**config.mk**
```make
export PLATFORM = sky130hd
export DESIGN_NAME = ns2_shaper
export DESIGN_NICKNAME = d
export VERILOG_FILES = /design/src/rtl/ns2_shaper.sv
export SDC_FILE = /design/constraint.sdc
export NUM_CORES = 1
export LEC_CHECK = 0
export ABC_CLOCK_PERIOD_IN_PS = 4190
export BUFFER_PORTS_ARGS = -buffer_cell sky130_fd_sc_hd__clkbuf_2
export CORE_ASPECT_RATIO = 1.2
export CORE_MARGIN = 1.5
export CORE_UTILIZATION = 35
export CTS_BUF_LIST = sky130_fd_sc_hd__clkbuf_8
export DETAILED_ROUTE_END_ITERATION = 12
export PLACE_DENSITY = 0.53
export SLEW_MARGIN = 20
export SYNTH_ARGS = -nofsm -noshare
export SYNTH_HDL_FRONTEND = slang
export SYNTH_SLANG_ARGS = --single-unit
```
**constraint.sdc**
```tcl
create_clock -name clk -period 4.19 [get_ports clk]
set_input_delay 0.2095 -clock clk [delete_from_list [all_inputs] [get_ports clk]]
set_output_delay 0.2095 -clock clk [all_outputs]
set_load 0.05 [all_outputs]
```
**src/rtl/ns2_shaper.sv**
```systemverilog
module ns2_shaper #(
  parameter int DW = 18
) (
  input  logic          clk,
  input  logic          rst,
  input  logic          smp_en,
  input  logic [DW-1:0] smp_in,
  output logic          bit_o,
  output logic [DW+3:0] resid_o
);
  localparam int W1 = DW + 3;
  localparam int W2 = DW + 5;
  localparam logic signed [W1-1:0] FS = W1'(1) <<< (DW - 1);

  logic signed [W1-1:0] acc1;
  logic signed [W2-1:0] acc2;
  logic                 primed;

  logic signed [W1-1:0] fb;
  logic signed [W1-1:0] x_ext;
  logic signed [W2:0]   diff;
  logic signed [W2-1:0] clip;
  logic signed [W2-1:0] acc1_ext;

  assign fb       = !primed ? '0 : (acc2[W2-1] ? -FS : FS);
  assign x_ext    = {{(W1-DW){smp_in[DW-1]}}, smp_in};
  assign diff     = {acc2[W2-1], acc2} - {{(W2-W1){fb[W1-1]}}, fb, 1'b0};
  assign clip     = diff[W2-1:0];
  assign acc1_ext = {{(W2-W1){acc1[W1-1]}}, acc1};

  always_ff @(posedge clk) begin
    if (rst) begin
      acc1   <= '0;
      acc2   <= '0;
      primed <= 1'b0;
    end else if (smp_en) begin
      acc1   <= acc1 + x_ext - fb;
      acc2   <= acc1_ext + clip;
      primed <= 1'b1;
    end
  end

  assign bit_o   = acc2[W2-1];
  assign resid_o = acc2[W2-2:0];
endmodule

```
==> impl_metrics.csv <==
group,metric,value,unit
clocking,post-cts-setup-buffer-count,0,
timing,drv_slew,0,
drt,drt_pre_antenna_iters,4,
floorplanning,io_pins,44,
global_routing,grt_antenna_before_repair,0,
floorplanning,dieWidth,110,µm
logic_synthesis,dominantRegCellSynth,"sky130_fd_sc_hd__dfxtp_1",
clocking,clk_path_buf_depth,2,
clocking,post_cts_resize_count,0,
floorplanning,die-area,14400,µm²
drt,routed_wire_length,10.7,mm
placed_design,place_area,5160,µm²
logic_synthesis,synthTopCellsByArea,"sky130_fd_sc_hd__ha_1 (20%), sky130_fd_sc_hd__dfxtp_1 (19%), sky130_fd_sc_hd__inv_1 (11%), sky130_fd_sc_hd__mux2i_1 (6.3%), sky130_fd_sc_hd__xnor2_1 (4.0%)",
worst_setup_path,critical_path.cell_chain,"nand2_1 -> inv_1 -> fa_1 -> inv_1 -> ha_1 -> and3_1 -> o211ai_1 -> a21boi_0 -> nor2_1 -> o2111a_1 -> nor4_1 -> nor3_2",
logic_synthesis,synth-async-reset-ratio,0,%
logic_synthesis,post_synthesis_net_count,725,
clocking,clock_pin_slew_of_the_registers_on_the_worst_case_setup_and_hold_paths,100,ps
timing,setup_viol,0,
timing,worst_slew_pin_slew,924,ps
logic_synthesis,synthesis.area,4780,µm²
clocking,ctsHoldBuffers,0,
placed_design,port_buffer_count,43,
timing,rsz0062_at_grt,"no",
global_routing,globalRouteOverflowTotal,0,
worst_setup_path,worst_path_max_delay_cell,"sky130_fd_sc_hd__fa_1",
clocking,clock_sink_count,45,
clocking,cts.htree.levels,2,
clocking,clock_tree.root_cell,"sky130_fd_sc_hd__clkbuf_8",
finish,final.fill_count,1422,
worst_setup_path,worst_ep_required_time,4390,ps
worst_setup_path,worst_setup_path_class,"reg2reg",
drt,drt_drc_violations_left,0,
clocking,cts_tree,"yes",
status,status,"complete, no violations",
worst_setup_path,regToRegSetupSlack,1300,ps
drt,route.detailed.vias_per_inst,4.97,
global_routing,grt_pass1_vias,4020,
worst_hold_path,hp-class,"in2reg",
global_routing,grt_max_degree,45,
floorplanning,floorplan.rows,46,
worst_setup_path,most_frequent_cell_on_the_critical_path,"sky130_fd_sc_hd__inv_1",
timing,timing_hold_violations_final,0,
finish,diodes,0,
finish,multi_input_area,3280,µm²
logic_synthesis,synth_enable_flop_cells,0,
finish,final_layout_size_suffix_gt1_share,10.5,%
finish,finalNetCount,762,
logic_synthesis,synth_sequential_area_ratio,18.8,%
worst_setup_path,cp_slowest_stage_delay,510,ps
global_routing,global_route_wire_length_before_repair,17.9,mm
timing,final.setup_skew,13.4,ps
finish,layout.cell_area.non_filler,5270,µm²
clocking,worstSkewPairLatency,330,ps
global_routing,global_route.usage.total,15.9,%
floorplanning,floorplan.core_area,13300,µm²
logic_synthesis,synth_cell_type_count,60,
timing,min_period_over_period,69.0,%
floorplanning,dieHeight,131,µm
worst_setup_path,crit_path_max_fanout,6,
logic_synthesis,synth.ff_latch_count,45,
worst_setup_path,kind_of_launch_point_of_the_worst_setup_path,"flop",
finish,register_area,901,µm²
logic_synthesis,synthesis.instances,620,
timing,fin_setup_tns,0,ps
logic_synthesis,yosys_warnings,0,
worst_setup_path,critical_path.endpoint_type,"flop",
timing,timing.fmax,346,MHz
drt,detailedRoute.firstIterationViolations,166,
placed_design,place_hpwl,8.69,mm
clocking,cts_inserted_buffers,5,
timing,slew-limit-headroom,38.4,%
drt,final_antenna_net_count,0,
logic_synthesis,synth_top_area_share,20.2,%
floorplanning,start_util,35.9,%
drt,num_vias,4102,
placed_design,routability_congestion_estimate,0.921,
timing,fin_crit,2890,ps
worst_setup_path,cp.arrival,3090,ps
run,timing.max_cap.violations,0,
logic_synthesis,synthDominantAreaCellType,"sky130_fd_sc_hd__ha_1",
finish,areaGrowthSynthToFinish,10.2,%
drt,per_cell_routed_wire_length,13.0,µm
logic_synthesis,post_synthesis_area_per_instance,7.71,µm²
## logic make-up after synthesis
group                      Yosys count  synth area share, %
DFF                                 45                 18.8
muxes                               32                 6.75
AOI/OAI and AO/OA                  123                 17.4
buffers and inverters              158                 12.5
xor gates and xnor gates            34                 6.23
adders and majority gates           84                 23.1
and+or+nand+nor                    144                 15.3
## cell usage after synthesis (all sizes together), types with 2 or more instances
cell and number:
dfxtp 45, mux2 2, or4bb 2, o311ai 2, a31oi 4, o21ai 31
o21bai 4, and3 4, nand4 6, o31ai 2, buf 4, o211ai 6
nor3b 3, nor2 51, a21boi 6, nor2b 5, or3 3, nand3 11
nor3 12, clkbuf 11, xor2 12, a21o 11, o31a 2, nor4b 2
mux2i 30, xnor2 22, a211oi 5, o21a 3, o22ai 5, fa 7
nand2 25, inv 143, nor4 3, ha 77, nand2b 14, a21oi 35
## final timing paths
path,from,endpoint,cells after the start
worst max-delay path,primed,acc2[22],12
worst min-delay path,smp_in[0],acc1[0],4
worst max register to register,primed,acc2[22],12
worst min register to register,acc1[17],acc1[17],2
## state kept, by name (all words and copies together), names as in the netlist
register  cells
acc1         21
acc2         23
primed        1
## metal layers
layer,track usage [%],part of all wire [%]
met1,17.0,42
met2,30.1,52
met3,3.77,3.4
met4,5.81,2.6
met5,0,0
## area by class of cell
type                    count  share of cell area (%)
clock buffers               5                    1.31
clock inverters             2                   0.665
inverters                 143                    10.2
multi-input cells         417                    62.4
flip-flops and latches     45                    17.1
well taps                 168                    3.99
repair buffers             45                    4.37
## cells in the final DEF, fill, tap and decap left out, drive strengths merged, types with 3 or more instances in the layout
cell / netlist / routed
inv: 143 / 143
ha: 77 / 77
nor2: 51 / 51
clkbuf: 11 / 48
dfxtp: 45 / 45
a21oi: 35 / 35
o21ai: 31 / 31
mux2i: 30 / 30
nand2: 25 / 25
xnor2: 22 / 22
nand2b: 14 / 14
xor2: 12 / 12
nor3: 12 / 12
nand3: 11 / 11
a21o: 11 / 11
fa: 7 / 7
nand4: 6 / 6
a21boi: 6 / 6
o211ai: 6 / 6
o22ai: 5 / 5
a211oi: 5 / 5
nor2b: 5 / 5
o21bai: 4 / 4
and3: 4 / 4
a31oi: 4 / 4
nor3b: 3 / 3
or3: 3 / 3
nor4: 3 / 3
o21a: 3 / 3
## worst max-delay path: cells and delay by family, from the launching register on
family / cells / cell delay (ps)
adders and majority gates: 2 / 890
buffers and inverters: 2 / 180
AOI/OAI and AO/OA: 3 / 540
DFF: 1 / 360
and+or+nand+nor: 5 / 780
## metrics by stage
stage               util (%)  hold WS [ps]  setup WS, ps  cells
floorplan                  -           428          1330    620
global placement        38.8           444          1450    818
detailed placement      38.8           442          1320    818
CTS                     39.6           223          1300    825
global route            39.6           264          1100    825
finish                  39.6           233          1300    825
Power is not shown: default switching activity piles up to over one toggle a cycle in this logic, so the estimate is an artifact.
